$ cat src/rtl/retire_pkg.sv
package retire_pkg;
   typedef enum logic [1:0] {
      HEAD_WAIT   = 2'd0,
      HEAD_RETIRE = 2'd1,
      HEAD_TRAP   = 2'd2
   } head_act_e;
endpackage

$ cat src/rtl/retire_ptrs.sv
module retire_ptrs #(
   parameter int DEPTH = 8,
   parameter int IDX_W = $clog2(DEPTH),
   parameter int CNT_W = IDX_W + 1
) (
   input  logic             clk,
   input  logic             rst_n,
   input  logic             push,
   input  logic             pop,
   input  logic             trim,
   input  logic [IDX_W-1:0] trim_tag,
   input  logic             clear,
   output logic [IDX_W-1:0] head,
   output logic [IDX_W-1:0] tail,
   output logic [CNT_W-1:0] count,
   output logic             full
);
   logic [IDX_W-1:0] trim_off;
   logic [CNT_W-1:0] kept;

   assign trim_off = trim_tag - head;
   assign kept     = {1'b0, trim_off} + CNT_W'(1);
   assign full     = (count == CNT_W'(DEPTH));

   always_ff @(posedge clk or negedge rst_n) begin
      if (!rst_n) begin
         head  <= '0;
         tail  <= '0;
         count <= '0;
      end else if (clear) begin
         tail  <= head;
         count <= '0;
      end else begin
         if (pop) head <= head + 1'b1;
         if (trim) begin
            tail  <= trim_tag + 1'b1;
            count <= kept - CNT_W'(pop);
         end else begin
            if (push) tail <= tail + 1'b1;
            count <= count + CNT_W'(push) - CNT_W'(pop);
         end
      end
   end

   assert_no_overflow_R1: assert property (@(posedge clk) disable iff (!rst_n)
      count <= CNT_W'(DEPTH));

   assert_pop_nonempty_R2: assert property (@(posedge clk) disable iff (!rst_n)
      pop |-> (count != '0));

   assert_trim_shrinks_R6: assert property (@(posedge clk) disable iff (!rst_n)
      (trim && !clear) |=> (count <= $past(count)));
endmodule

$ cat src/rtl/retire_entries.sv
module retire_entries #(
   parameter int DEPTH   = 8,
   parameter int DATA_W  = 32,
   parameter int DEST_W  = 5,
   parameter int CAUSE_W = 4,
   parameter int PC_W    = 32,
   parameter int LOOKUPS = 2,
   parameter int IDX_W   = $clog2(DEPTH),
   parameter int CNT_W   = IDX_W + 1
) (
   input  logic                      clk,
   input  logic                      rst_n,
   input  logic [IDX_W-1:0]          head,
   input  logic [CNT_W-1:0]          count,
   input  logic                      alloc_en,
   input  logic [IDX_W-1:0]          alloc_idx,
   input  logic [DEST_W-1:0]         alloc_dest,
   input  logic [PC_W-1:0]           alloc_pc,
   input  logic                      alloc_spec,
   input  logic                      wb_valid,
   input  logic [IDX_W-1:0]          wb_tag,
   input  logic [DATA_W-1:0]         wb_data,
   input  logic                      wb_exc,
   input  logic [CAUSE_W-1:0]        wb_cause,
   input  logic                      resolve_ok,
   input  logic [LOOKUPS*IDX_W-1:0]  lk_tag,
   output logic [LOOKUPS-1:0]        lk_ready,
   output logic [LOOKUPS*DATA_W-1:0] lk_data,
   output logic                      head_done,
   output logic                      head_spec,
   output logic                      head_exc,
   output logic [CAUSE_W-1:0]        head_cause,
   output logic [PC_W-1:0]           head_pc,
   output logic [DEST_W-1:0]         head_dest,
   output logic [DATA_W-1:0]         head_data
);
   logic [DEPTH-1:0]   done_v, spec_v, exc_v, live_v;
   logic [DATA_W-1:0]  data_a  [DEPTH];
   logic [DEST_W-1:0]  dest_a  [DEPTH];
   logic [PC_W-1:0]    pc_a    [DEPTH];
   logic [CAUSE_W-1:0] cause_a [DEPTH];

   for (genvar s = 0; s < DEPTH; s++) begin : g_slot
      logic [IDX_W-1:0]   off;
      logic               take, fill;
      logic               done_r, spec_r, exc_r;
      logic [DATA_W-1:0]  data_r;
      logic [DEST_W-1:0]  dest_r;
      logic [PC_W-1:0]    pc_r;
      logic [CAUSE_W-1:0] cause_r;

      assign off       = IDX_W'(s) - head;
      assign live_v[s] = ({1'b0, off} < count);
      assign take      = alloc_en && (alloc_idx == IDX_W'(s));
      assign fill      = wb_valid && (wb_tag == IDX_W'(s)) && live_v[s];

      always_ff @(posedge clk or negedge rst_n) begin
         if (!rst_n) begin
            done_r  <= 1'b0;
            spec_r  <= 1'b0;
            exc_r   <= 1'b0;
            data_r  <= '0;
            dest_r  <= '0;
            pc_r    <= '0;
            cause_r <= '0;
         end else if (take) begin
            done_r  <= 1'b0;
            exc_r   <= 1'b0;
            spec_r  <= alloc_spec;
            dest_r  <= alloc_dest;
            pc_r    <= alloc_pc;
         end else begin
            if (fill) begin
               done_r  <= 1'b1;
               data_r  <= wb_data;
               exc_r   <= wb_exc;
               cause_r <= wb_cause;
            end
            if (resolve_ok) spec_r <= 1'b0;
         end
      end

      assign done_v[s]  = done_r;
      assign spec_v[s]  = spec_r;
      assign exc_v[s]   = exc_r;
      assign data_a[s]  = data_r;
      assign dest_a[s]  = dest_r;
      assign pc_a[s]    = pc_r;
      assign cause_a[s] = cause_r;
   end

   for (genvar k = 0; k < LOOKUPS; k++) begin : g_look
      logic [IDX_W-1:0] t;
      assign t           = lk_tag[k*IDX_W +: IDX_W];
      assign lk_ready[k] = live_v[t] && done_v[t];
      assign lk_data[k*DATA_W +: DATA_W] = data_a[t];
   end

   assign head_done  = done_v[head];
   assign head_spec  = spec_v[head];
   assign head_exc   = exc_v[head];
   assign head_cause = cause_a[head];
   assign head_pc    = pc_a[head];
   assign head_dest  = dest_a[head];
   assign head_data  = data_a[head];

   assert_alloc_free_R1: assert property (@(posedge clk) disable iff (!rst_n)
      alloc_en |-> !live_v[alloc_idx]);

   assert_alloc_fresh_R7: assert property (@(posedge clk) disable iff (!rst_n)
      alloc_en |=> !done_v[$past(alloc_idx)] && !exc_v[$past(alloc_idx)]);
endmodule

$ cat src/rtl/retire_queue.sv
module retire_queue
   import retire_pkg::*;
#(
   parameter int DEPTH   = 8,
   parameter int DATA_W  = 32,
   parameter int DEST_W  = 5,
   parameter int CAUSE_W = 4,
   parameter int PC_W    = 32,
   parameter int LOOKUPS = 2
) (
   input  logic                              clk,
   input  logic                              rst_n,
   input  logic                              alloc_valid,
   input  logic [DEST_W-1:0]                 alloc_dest,
   input  logic [PC_W-1:0]                   alloc_pc,
   input  logic                              alloc_spec,
   output logic                              alloc_ready,
   output logic [$clog2(DEPTH)-1:0]          alloc_tag,
   input  logic                              wb_valid,
   input  logic [$clog2(DEPTH)-1:0]          wb_tag,
   input  logic [DATA_W-1:0]                 wb_data,
   input  logic                              wb_exc,
   input  logic [CAUSE_W-1:0]                wb_cause,
   input  logic                              resolve_ok,
   input  logic                              mp_valid,
   input  logic [$clog2(DEPTH)-1:0]          mp_tag,
   input  logic [LOOKUPS*$clog2(DEPTH)-1:0]  lk_tag,
   output logic [LOOKUPS-1:0]                lk_ready,
   output logic [LOOKUPS*DATA_W-1:0]         lk_data,
   output logic                              commit_valid,
   output logic [DEST_W-1:0]                 commit_dest,
   output logic [DATA_W-1:0]                 commit_data,
   output logic                              exc_valid,
   output logic [CAUSE_W-1:0]                exc_cause,
   output logic [PC_W-1:0]                   exc_pc
);
   localparam int IDX_W = $clog2(DEPTH);
   localparam int CNT_W = IDX_W + 1;

   if (DEPTH < 2 || (DEPTH & (DEPTH - 1)) != 0) begin : g_bad_depth
      $error("retire_queue: DEPTH must be a power of two of at least 2");
   end
   if (LOOKUPS < 1) begin : g_bad_look
      $error("retire_queue: LOOKUPS must be at least 1");
   end
   if (DATA_W < 1 || DEST_W < 1 || CAUSE_W < 1 || PC_W < 1) begin : g_bad_width
      $error("retire_queue: widths must be positive");
   end

   logic [IDX_W-1:0]   head, tail, mp_off;
   logic [CNT_W-1:0]   count;
   logic               full, push, trim;
   logic               head_done, head_spec, head_exc;
   logic [CAUSE_W-1:0] head_cause;
   logic [PC_W-1:0]    head_pc;
   logic [DEST_W-1:0]  head_dest;
   logic [DATA_W-1:0]  head_data;
   head_act_e          act;

   always_comb begin
      act = HEAD_WAIT;
      if (count != '0 && head_done && !head_spec)
         act = head_exc ? HEAD_TRAP : HEAD_RETIRE;
   end

   assign mp_off      = mp_tag - head;
   assign trim        = mp_valid && ({1'b0, mp_off} < count) && (act != HEAD_TRAP);
   assign alloc_ready = !full && !mp_valid && (act != HEAD_TRAP);
   assign push        = alloc_valid && alloc_ready;
   assign alloc_tag   = tail;

   assign commit_valid = (act == HEAD_RETIRE);
   assign commit_dest  = head_dest;
   assign commit_data  = head_data;
   assign exc_valid    = (act == HEAD_TRAP);
   assign exc_cause    = head_cause;
   assign exc_pc       = head_pc;

   retire_ptrs #(.DEPTH(DEPTH), .IDX_W(IDX_W), .CNT_W(CNT_W)) u_ptrs (
      .clk      (clk),
      .rst_n    (rst_n),
      .push     (push),
      .pop      (commit_valid),
      .trim     (trim),
      .trim_tag (mp_tag),
      .clear    (exc_valid),
      .head     (head),
      .tail     (tail),
      .count    (count),
      .full     (full)
   );

   retire_entries #(
      .DEPTH(DEPTH), .DATA_W(DATA_W), .DEST_W(DEST_W), .CAUSE_W(CAUSE_W),
      .PC_W(PC_W), .LOOKUPS(LOOKUPS), .IDX_W(IDX_W), .CNT_W(CNT_W)
   ) u_entries (
      .clk        (clk),
      .rst_n      (rst_n),
      .head       (head),
      .count      (count),
      .alloc_en   (push),
      .alloc_idx  (tail),
      .alloc_dest (alloc_dest),
      .alloc_pc   (alloc_pc),
      .alloc_spec (alloc_spec),
      .wb_valid   (wb_valid),
      .wb_tag     (wb_tag),
      .wb_data    (wb_data),
      .wb_exc     (wb_exc),
      .wb_cause   (wb_cause),
      .resolve_ok (resolve_ok),
      .lk_tag     (lk_tag),
      .lk_ready   (lk_ready),
      .lk_data    (lk_data),
      .head_done  (head_done),
      .head_spec  (head_spec),
      .head_exc   (head_exc),
      .head_cause (head_cause),
      .head_pc    (head_pc),
      .head_dest  (head_dest),
      .head_data  (head_data)
   );

   assert_full_refuse_R1: assert property (@(posedge clk) disable iff (!rst_n)
      full |-> !alloc_ready);

   assert_single_outcome_R2: assert property (@(posedge clk) disable iff (!rst_n)
      !(commit_valid && exc_valid));

   assert_retire_advances_R2: assert property (@(posedge clk) disable iff (!rst_n)
      commit_valid |=> (head == $past(head) + 1'b1));

   assert_trap_empties_R4: assert property (@(posedge clk) disable iff (!rst_n)
      exc_valid |=> (count == '0));

   assert_spec_blocks_R5: assert property (@(posedge clk) disable iff (!rst_n)
      (commit_valid || exc_valid) |-> !head_spec);

   assert_flush_blocks_alloc_R9: assert property (@(posedge clk) disable iff (!rst_n)
      (mp_valid || exc_valid) |-> !push);
endmodule

$ cat config.mk
export PLATFORM = sky130hd
export DESIGN_NAME = retire_queue
export DESIGN_NICKNAME = d
export VERILOG_FILES = /design/src/rtl/retire_pkg.sv /design/src/rtl/retire_ptrs.sv /design/src/rtl/retire_entries.sv /design/src/rtl/retire_queue.sv
export SDC_FILE = /design/constraint.sdc
export NUM_CORES = 1
export LEC_CHECK = 0
export ABC_AREA = 1
export BUFFER_PORTS_ARGS = -buffer_cell sky130_fd_sc_hd__buf_2
export CAP_MARGIN = 30
export CORE_ASPECT_RATIO = 1.1
export CORE_MARGIN = 3
export CORE_UTILIZATION = 45
export DETAILED_ROUTE_END_ITERATION = 8
export PLACE_DENSITY = 0.71
export SLEW_MARGIN = 5
export SYNTH_ARGS = -nofsm -noshare
export SYNTH_HDL_FRONTEND = slang
export SYNTH_SLANG_ARGS = --single-unit
$ cat constraint.sdc
create_clock -name clk -period 5.7 [get_ports clk]
set_clock_uncertainty 0.2 [all_clocks]
set_input_delay 0.57 -clock clk [delete_from_list [all_inputs] [get_ports clk]]
set_output_delay 0.57 -clock clk [all_outputs]
set_load 0.03 [all_outputs]
== Word-level counts from Yosys, hierarchy flattened ==
Index checks and enable logic that the tools add are counted.

* Bits in registers: 618
* Latch bits: 0
* RAM bits: 0
* Memory bits (read-only): 0
* Output and inout port bits: 145
* Word-level logic and storage cells: 265
* Memories: 0

* $add $sub $neg: 16
* Multipliers: 0
* Divide/modulo/power cells: 0
* Magnitude comparators: 15
* Equal/unequal tests: 18
* Shift-type cells: 0
* Multiplexer cells: 80
* Bitwise gates (word level): 12
* Reductions and logical operators: 65

{| class="wikitable"
|+ Operator list
! operator !! count
|-
| binary-select mux 32 bit (select 3 bit) || 4
|-
| 2-to-1 mux 32 bit || 8
|-
| 2-to-1 mux 1 bit || 48
|-
| less-than comparator 3 x 4 -> 1 bit || 9
|-
| logical AND 1 bit || 33
|-
| nonzero test 2 bit || 16
|-
| == test 3 bit (second input constant) || 8
|-
| binary-select mux 1 bit (select 3 bit) || 7
|-
| AND reduction 2 bit || 9
|-
| 2-to-1 mux 4 bit || 4
|-
| binary-select mux 5 bit (select 3 bit) || 1
|-
| binary-select mux 4 bit (select 3 bit) || 1
|-
| == test 3 x 2 -> 1 bit (second input constant) || 4
|-
| greater-or-equal comparator 4 bit (second input constant) || 3
|-
| less-than comparator 3 x 4 -> 1 bit (second input constant) || 3
|-
| NOT 3 -> 4 bit || 3
|-
| subtractor 3 bit (first input constant) || 4
|-
| 2-to-1 mux 5 bit || 2
|-
| adder 3 x 1 -> 3 bit (second input constant) || 3
|-
| 2-to-1 mux 3 bit || 3
|-
| NOT 1 bit || 9
|-
| subtractor 4 x 1 -> 4 bit || 2
|-
| == test 3 x 1 -> 1 bit (second input constant) || 2
|-
| logical NOT 3 bit || 2
|-
| other kinds (13) || 18
|}

== Logic depth before layout (Yosys ltp) ==
Gate-level depths: netlist of the first run.

* Word-level depth: 12
* Mapped depth: 19
* Mapped depth without buffers: 19

== Cells and area by module ==
A second synthesis of the first run with hierarchy kept.

* Cell total of the unflattened synthesis: 4101
* Area, all modules: 33104.2 sq um

{| class="wikitable"
|+ Modules (own cells, without submodules)
! module !! times used !! cells each !! area each (sq um) !! seq. area each (sq um)
|-
| retire_entries || 1 || 3969 || 32132.1 || 15214.6
|-
| retire_ptrs || 1 || 95 || 767.0 || 250.2
|-
| retire_queue || 1 || 37 || 205.2 || 0.0
|}

== Least setup slack after synthesis of the first run ==
Ideal clock, no wire load.

* Path kind: flip-flop to output port
* From: reg u_ptrs.head[0]
* To: out lk_ready[0]
* Arrival time: 2.864 ns
* Data required time: 4.930 ns
* Path slack: 2.066 ns
* Stages on the path, launching flop included: 17
* Buffers on the path: 4
* Cells stage by stage: dfrtp_1 > inv_2 > buf_6 > clkbuf_1 > clkbuf_1 > clkbuf_1 > ha_1 > ha_1 > inv_1 > o21bai_1 > a21oi_1 > nor2_1 > nand2_1 > o2111ai_1 > nand2_1 > nand2_1 > nand2_1

* Longest elaborated chain between the ends: 5
* Elaborated cells between the ends (all ways): 19
* Classes of those cells: add/sub: 8; order compare: 8; mux: 2; reduce/logical: 1

{| class="wikitable"
|+ RTL lines
! item !! RTL line !! source
|-
| start: declaration || retire_ptrs.sv:13 || <nowiki>output logic [IDX_W-1:0] head,</nowiki>
|-
| start signal: assignment || retire_ptrs.sv:34 || <nowiki>if (pop) head <= head + 1'b1;</nowiki>
|-
| subtractor 1 x 3 -> 3 bit || retire_entries.sv:52 || <nowiki>assign off = IDX_W'(s) - head;</nowiki>
|-
| net u_entries.g_slot[1].off[0] || retire_entries.sv:44 || <nowiki>logic [IDX_W-1:0] off;</nowiki>
|-
| less-than comparator 3 x 4 -> 1 bit || retire_entries.sv:53 || <nowiki>assign live_v[s] = ({1'b0, off} < count);</nowiki>
|-
| binary-select mux 1 bit (select 3 bit) || retire_entries.sv:95 || <nowiki>assign lk_ready[k] = live_v[t] && done_v[t];</nowiki>
|-
| 2-to-1 mux 1 bit (not written as such) || retire_entries.sv:95 ||
|-
| logical AND 1 bit || retire_entries.sv:95 ||
|-
| end: declaration || retire_queue.sv:28 || <nowiki>output logic [LOOKUPS-1:0] lk_ready,</nowiki>
|}

The timed path passes the listed nets, and every way through them passes these cells. The select of a mux whose other input is x is not followed.

== Worst setup path after layout of the first run ==
* From: reg u_ptrs.head[0]
* To: out commit_data[14]

* Longest elaborated chain between the ends: 4

{| class="wikitable"
|+ RTL lines
! item !! RTL line !! source
|-
| NOT 3 -> 4 bit (not written as such) || retire_entries.sv:105 || <nowiki>assign head_data = data_a[head];</nowiki>
|-
| binary-select mux 32 bit (select 3 bit) || retire_entries.sv:105 ||
|-
| 2-to-1 mux 32 bit (not written as such) (2 in series) || retire_entries.sv:105 ||
|-
| end: declaration || retire_queue.sv:32 || <nowiki>output logic [DATA_W-1:0] commit_data,</nowiki>
|}

Every way passes these cells. The select of a mux whose other input is x is not followed.

==> results.md, run 1 <==
* Setup bufs post-CTS at 0
* CP Capture Type: output port
* Post-DR vias/cell at slightly below 6
* Synth Register Bits at 618
* Initial Utilization at 0.459
* Area contributors post-synth: dfrtp_1 48%, o21ai_0 16%, nand2_1 11%
* Clock power frac at 0.212
* Final min period at 4.65 ns
* H-tree depth at 3
* Final setup fails at 0
* Iteration-0 DRC Markers at 3,192
* Max cap viols at 0
* Post-synth EDFFs at 0
* Multiplexer share of the synthesized area at 0
* IO Pins at 238
* Comb pwr share at 0.431
* Slew @ Worst Pin at a little under 1 ns
* Most Frequent Cell on Critical Path: buf_4
* Number of antenna violations at the first check in global routing at 11
* Fin crit share at 0.816
* CTS tree: done
* Pwr Density at 609 nW/um^2
* Setup_tns at 0 ns
* Switching share of total power at 0.443
* Yosys top cell by area: dfrtp_1
* Crit-path slowest cell: dfrtp_4
* Area Overhead vs Synth at 12.5%
* Worst relative slew slack at 0.347
* Ys Warns at 0
* Clock transition at path regs at 0.06 ns
* CP max FO at between 60 and 70
* Die width at 260 um
* First-pass GRT wire length at 158,000 um
* GPL Wtd Cong at 0.833
* Critical path required time at 4.93 ns
* HPWL Detailed at about 58,000 um
* Simple-gate share of the synthesized area at 0.145
* Routed WL per cell at 19.8 um
* Layout cells sized above 1 at 0.105
* Count leader, synth: o21ai_0
* P_leak at 16.6 nW
* Post-synth top cells: 1,012 x o21ai_0, 903 x nand2_1, 618 x dfrtp_1
* Seq/Total Area, Yosys at 0.483
* DR pass1 iterations at 6
* Synth top area share at 0.483
* Compound-Gate Fraction of Synth Area at 0.284
* Die area at 74,300 um^2
* Adder-cell share of the synthesized area at 0.0118
* Syn Nets at 4,169
* Worst path cell trace: buf_4, buf_12, buf_4, nand2_1, o211ai_1, o2111ai_1, buf_2
* Hold Fails Final Rpt at 0
* Seq pwr share at 0.357
* Antenna-violating nets left at 0
* Clk buf depth at 3
* Vias in the first global route at 27,800
* Synth Flop Type: dfrtp_1
* Die H at ~290 um
* DRC errors left at 0
* Clk_lat worst skew at 0.60 ns
* IO buf count at 237
* Core ar. at 69,800 um^2
* Setup CP Type: reg2out
* Max rail drop VDD at roughly 430 uV
* Crit path DAT at 3.88 ns
* Async set-reset flop share out of synthesis at 1.00
* Final #Nets at roughly 4,200
* Main combinational cell family by area after synthesis: compound AO/OA/AOI/OAI gates
* Status: finished clean
* Sw power at 0.00972 W
* CTS Sinks at between 600 and 700
* All-Layer GR Usage at 0.267
* Clk Tree Root Cell: clkbuf_16
* Worst hold path class: in2reg
* GRT overflow at 0
* Vias at 29,400
* Int Power at 0.0122 W
* RSZ-0062 raised after global routing: no
* Worst setup SP type: flip-flop
* Maximum clock rate at 0.215 GHz
* XOR/XNOR Fraction of Synth Area at 0.00192
* Mapped Avg Cell Area at 7.91 um^2
* Final Slew Violations at 0
* Synth Instances at 4,047
* Largest net degree at the start of global routing at 175
* Row count at 101
* Synth cell types at 36
* Largest stage delay, worst path at between 0.9 and 1 ns
* Hold slack final at roughly 0.14 ns
* CTS Buf Count at 70
* Syn Std Cell Area at 32,000 um^2
* Total Wirelength at roughly 100,000 um
state kept, by name, indices dropped and copies added (netlist names):
name and cells:
u_entries.g_slot.data_r 256, u_ptrs.head 3, u_entries.g_slot.dest_r 40, u_entries.g_slot.spec_r 8, u_entries.g_slot.done_r 8, u_entries.g_slot.pc_r 256, u_entries.g_slot.cause_r 32, u_ptrs.tail 3
u_entries.g_slot.exc_r 8, u_ptrs.count 4
kinds of logic after synthesis:
group / Yosys count
AO/OA/AOI/OAI: 1616
XOR/XNOR: 7
adder cells (fa/ha/maj): 29
buffers and inverters: 576
flip-flops: 618
AND/OR/NAND/NOR: 1201
cells in the final DEF, fill, tap and decap left out, types with 5 or more instances in the layout:
master        n
a21oi_1     147
a31oi_1      65
buf_12        9
buf_2       232
buf_4        54
bufinv_16     6
clkbuf_1     15
clkbuf_16    74
clkbuf_8     11
clkinv_2     14
dfrtp_1     617
diode_2       5
ha_1         27
inv_1       250
nand2_1     902
nand2_2      17
nand3_1      33
nor2_1      233
nor2_4        5
nor3_1        7
o2111ai_1    76
o211ai_1    165
o21a_1       80
o21ai_0    1012
o21ai_1      60
critical path: cells and delay by family (launching register included):
kind	cells	cell delay, ns
compound gates	2	0.44
buf+inv	4	1.78
flops	1	0.91
simple gates	1	0.11
power by group through the flow:
| stage | combinational (W) | clock (W) | sequential (W) |
|---|---|---|---|
| 2_1_floorplan | 0.00688 | 0 | 0.00740 |
| 3_3_place_gp | 0.00920 | 0 | 0.00778 |
| 3_5_place_dp | 0.00941 | 0 | 0.00783 |
| 4_1_cts | 0.00944 | 0.00476 | 0.00778 |
| 5_1_grt | 0.0106 | 0.00492 | 0.00808 |
| 6_report | 0.00945 | 0.00465 | 0.00784 |
final timing paths:
path	from	to	slack (ns)	cells after the start
min in group asynchronous	rst_n	u_entries.g_slot[3].data_r[18]	0.40	2
max	u_ptrs.head[0]	commit_data[14]	1.05	7
min	alloc_pc[30]	u_entries.g_slot[6].pc_r[30]	0.14	3
max reg2reg	u_ptrs.head[0]	u_ptrs.count[2]	1.25	15
min reg2reg	u_entries.g_slot[2].pc_r[18]	u_entries.g_slot[2].pc_r[18]	0.28	2
max in group asynchronous	rst_n	u_entries.g_slot[4].pc_r[25]	3.59	3
layer usage:
| metal | track usage | part of all wire | up-vias |
|---|---|---|---|
| met4 | 0.0928 | 0.030 | 10 |
| met5 | 0 | 0.00073 | - |
| met2 | 0.436 | 0.47 | 1301 |
| met3 | 0.0540 | 0.088 | 242 |
| met1 | 0.353 | 0.42 | 14000 |
| li1 | - | - | 13900 |
cell type report:
class / count / area [um^2]
Fill cell: 6762 / 33800
Multi-Input combinational cell: 2853 / 14200
Sequential cell: 618 / 15500
Clock inverter: 24 / 297
Clock buffer: 100 / 2060
Inverter: 258 / 976
Tap cell: 927 / 1160
Antenna cell: 5 / 12.5
Timing Repair Buffer: 299 / 1810
metrics by stage:
step	std cells	power (W)	instance area [um^2]	utilization	setup slack, ns
detailed placement	4951	0.0172	33600	0.481	1.23
global placement	4950	0.0170	33500	0.481	1.26
global route	5080	0.0236	36000	0.516	0.759
floorplan	4047	0.0143	32000	-	2.07
finish	5084	0.0219	36000	0.516	1.05
CTS	5076	0.0220	35900	0.515	1.04
what timing repair did:
item | in CTS | in global routing
hold buffers | 1 | 0
gates resized for setup | 0 | 0
hold endpoints to repair | 86 | 0
Note: power is estimated with default switching activity, not from simulation.
==> run 2, diff against run 1 <==
PLACE_DENSITY = 0.73   (was 0.71)
clock period = 4.2 ns   (was 5.7 ns; I/O delays follow)
==> results.md, run 2 (synthesis gave the netlist of run 1 again) <==
* Status: finished clean
* Fin crit share at 0.931
* Clock transition at path regs at 0.06 ns (about the same)
* Largest net degree at the start of global routing at 175 (unchanged)
* CTS tree: done
* Die H at 286 um (unchanged)
* Pwr Density at 812 nW/um^2 (+33%)
* Die area at 74,300 um^2 (unchanged)
* Most frequent cells in the layout: 1,012 x o21ai_0, 902 x nand2_1, 617 x dfrtp_1
* Layout cells sized above 1 at 0.104 (-0.00110)
* Final Slew Violations at 0 (unchanged)
* DRC errors left at 0 (unchanged)
* CP Capture Type: output port
* CTS Buf Count at 68 (-2.9%)
* Clock power frac at 0.205 (-0.007)
* Post-DR vias/cell at 5.83 (+0.66%)
* Antenna-violating nets left at 0 (unchanged)
* Clk Tree Root Cell: clkbuf_16
* Number of antenna violations at the first check in global routing at 5 (-6)
* Die width at 260 um (unchanged)
* Comb pwr share at 0.437 (+0.006)
* Row count at 101 (unchanged)
* RSZ-0062 raised after global routing: no
* Setup bufs post-CTS at 0 (unchanged)
* Core ar. at 69,800 um^2 (unchanged)
* CTS Sinks at 618 (unchanged)
* HPWL Detailed at 57,700 um (-0.36%)
* Setup_tns at 0 ns (unchanged)
* P_leak at 16.8 nW (+1.1%)
* Regs by FF count: u_entries.g_slot.data_r (256), u_entries.g_slot.pc_r (256), u_entries.g_slot.dest_r (40)
* Vias at 29,800 (+1.3%)
* Post-layout instance area at 36,400 um^2 (+1.2%)
* Total Wirelength at 100,000 um (-0.41%)
* R2R Setup Slk at 0.58 ns (-0.67 ns)
* All-Layer GR Usage at 0.269 (+0.00222)
* Switching share of total power at 0.443 (+0.000449)
* H-tree depth at 3 (unchanged)
* Routed WL per cell at 19.6 um (-1.1%)
* GPL Wtd Cong at 0.865 (+3.9%)
* Critical path required time at 3.58 ns (-1.35 ns)
* IO Pins at 238 (unchanged)
* Sw power at 0.0131 W (+35%)
* Hold Fails Final Rpt at 0 (unchanged)
* Clk_lat worst skew at 0.59 ns (about the same)
* Fillers at 6,658 (-1.5%)
* Most common cell after layout, fill and taps aside: o21ai_0
* Maximum clock rate at 0.256 GHz
* Register Area at 15,500 um^2 (unchanged)
* Area Overhead vs Synth at 13.8%
* CTS resizes at 0 (unchanged)
* Iteration-0 DRC Markers at 3,223 (+0.97%)
* Placed cell areas at 33,800 um^2 (+0.60%)
* Final setup fails at 0 (unchanged)
* Seq pwr share at 0.358 (about the same)
* DR pass1 iterations at 6 (unchanged)
* Final min period at 3.91 ns
* Int Power at 0.0165 W (+35%)
* Max rail drop VDD at 560 uV (+32%)
* Worst setup SP type: flip-flop
* Hold-fix buffers, CTS at 39 (+38)
* Vias in the first global route at 28,500 (+2.7%)
* Multi-input gate area at 14,200 um^2 (unchanged)
* Worst relative slew slack at 0.346 (-0.000560)
* First-pass GRT wire length at 160,000 um (+1.3%)
* Initial Utilization at 0.459 (unchanged)
* Clk buf depth at 3 (unchanged)
* Slew @ Worst Pin at 0.980 ns (+0.00316 ns)
* CP max FO at 56 (-15%)
* Crit path DAT at 3.29 ns (-0.59 ns)
* GRT overflow at 0 (unchanged)
* Worst hold path class: in2reg
* Setup CP Type: reg2out
* IO buf count at 237 (unchanged)
* Max cap viols at 0 (unchanged)
* Final #Nets at 4,261 (+0.92%)
==> run 2: cell types whose count changed in the layout (fill, tap and decap cells not counted) <==
cell           change
dlygate4sd3_1     +38
clkbuf_8          +11
buf_12            +10
buf_4              -6
clkbuf_16          -5
clkinv_2           -5
clkbuf_1           -3
clkinvlp_4         -3
bufinv_16          -2
buf_8              -1
clkinv_4           +1
clkinv_8           -1
==> run 2: layout make-up <==
| type | instances | share of cell area |
|---|---|---|
| multi-input cells | 2853 | 0.390 |
| clock inverters | 14 | 0.00498 |
| inverters | 258 | 0.0268 |
| well taps | 927 | 0.0318 |
| flip-flops and latches | 618 | 0.425 |
| diodes | 5 | 0.000344 |
| repair buffers | 340 | 0.0641 |
| clock buffers | 103 | 0.0570 |
==> run 2: power groups by stage <==
stage	combinational, W	clock, W	sequential [W]
after floorplan	0.00934	0	0.0100
after global placement	0.0126	0	0.0105
after detailed placement	0.0129	0	0.0106
after CTS	0.0130	0.00620	0.0105
after global routing	0.0145	0.00645	0.0109
final	0.0129	0.00607	0.0106
==> run 2: per-layer routing <==
layer | up-vias | routed length (um) | track usage | share of wire
met5 | - | 0 | 0 | 0
met4 | 0 | 3340 | 0.101 | 0.033
met3 | 235 | 8530 | 0.0458 | 0.085
met2 | 1368 | 47900 | 0.450 | 0.48
met1 | 14300 | 40700 | 0.350 | 0.41
li1 | 14000 | - | - | -
==> run 2: critical path, cell delays in order, from the launching register on <==
cell and delay [ns]:
dfrtp_4 0.61, buf_4 0.53, nand2_1 0.15, inv_1 0.08, o21bai_1 0.08, nand3_1 0.07, a21boi_0 0.43, nand2_1 0.10
o211ai_1 0.10, nand3_1 0.09, nand2_1 0.20, buf_2 0.24
==> run 2: worst paths after layout <==
kind / from / to / depth (start not counted)
hold reg to reg: u_entries.g_slot[1].pc_r[5] / u_entries.g_slot[1].pc_r[5] / 2
max in group asynchronous: rst_n / u_entries.g_slot[7].pc_r[27] / 3
setup / recovery: u_ptrs.head[0] / lk_ready[1] / 11
hold / removal: alloc_pc[4] / u_entries.g_slot[6].pc_r[4] / 3
min in group asynchronous: rst_n / u_entries.g_slot[3].data_r[18] / 2
setup reg to reg: u_ptrs.head[0] / u_ptrs.count[2] / 14
==> run 2: through the flow <==
step           hold WS [ns]  total power [W]  utilization  cells  worst slack (ns)
5_1_grt              0.0373           0.0318        0.522   5113            0.0745
3_5_place_dp          0.267           0.0234        0.484   4957             0.606
4_1_cts             0.00114           0.0297        0.522   5113             0.296
2_1_floorplan       -0.0756           0.0194            -   4047             0.716
3_3_place_gp          0.260           0.0231        0.484   4956             0.731
6_report             0.0216           0.0296        0.522   5118             0.291
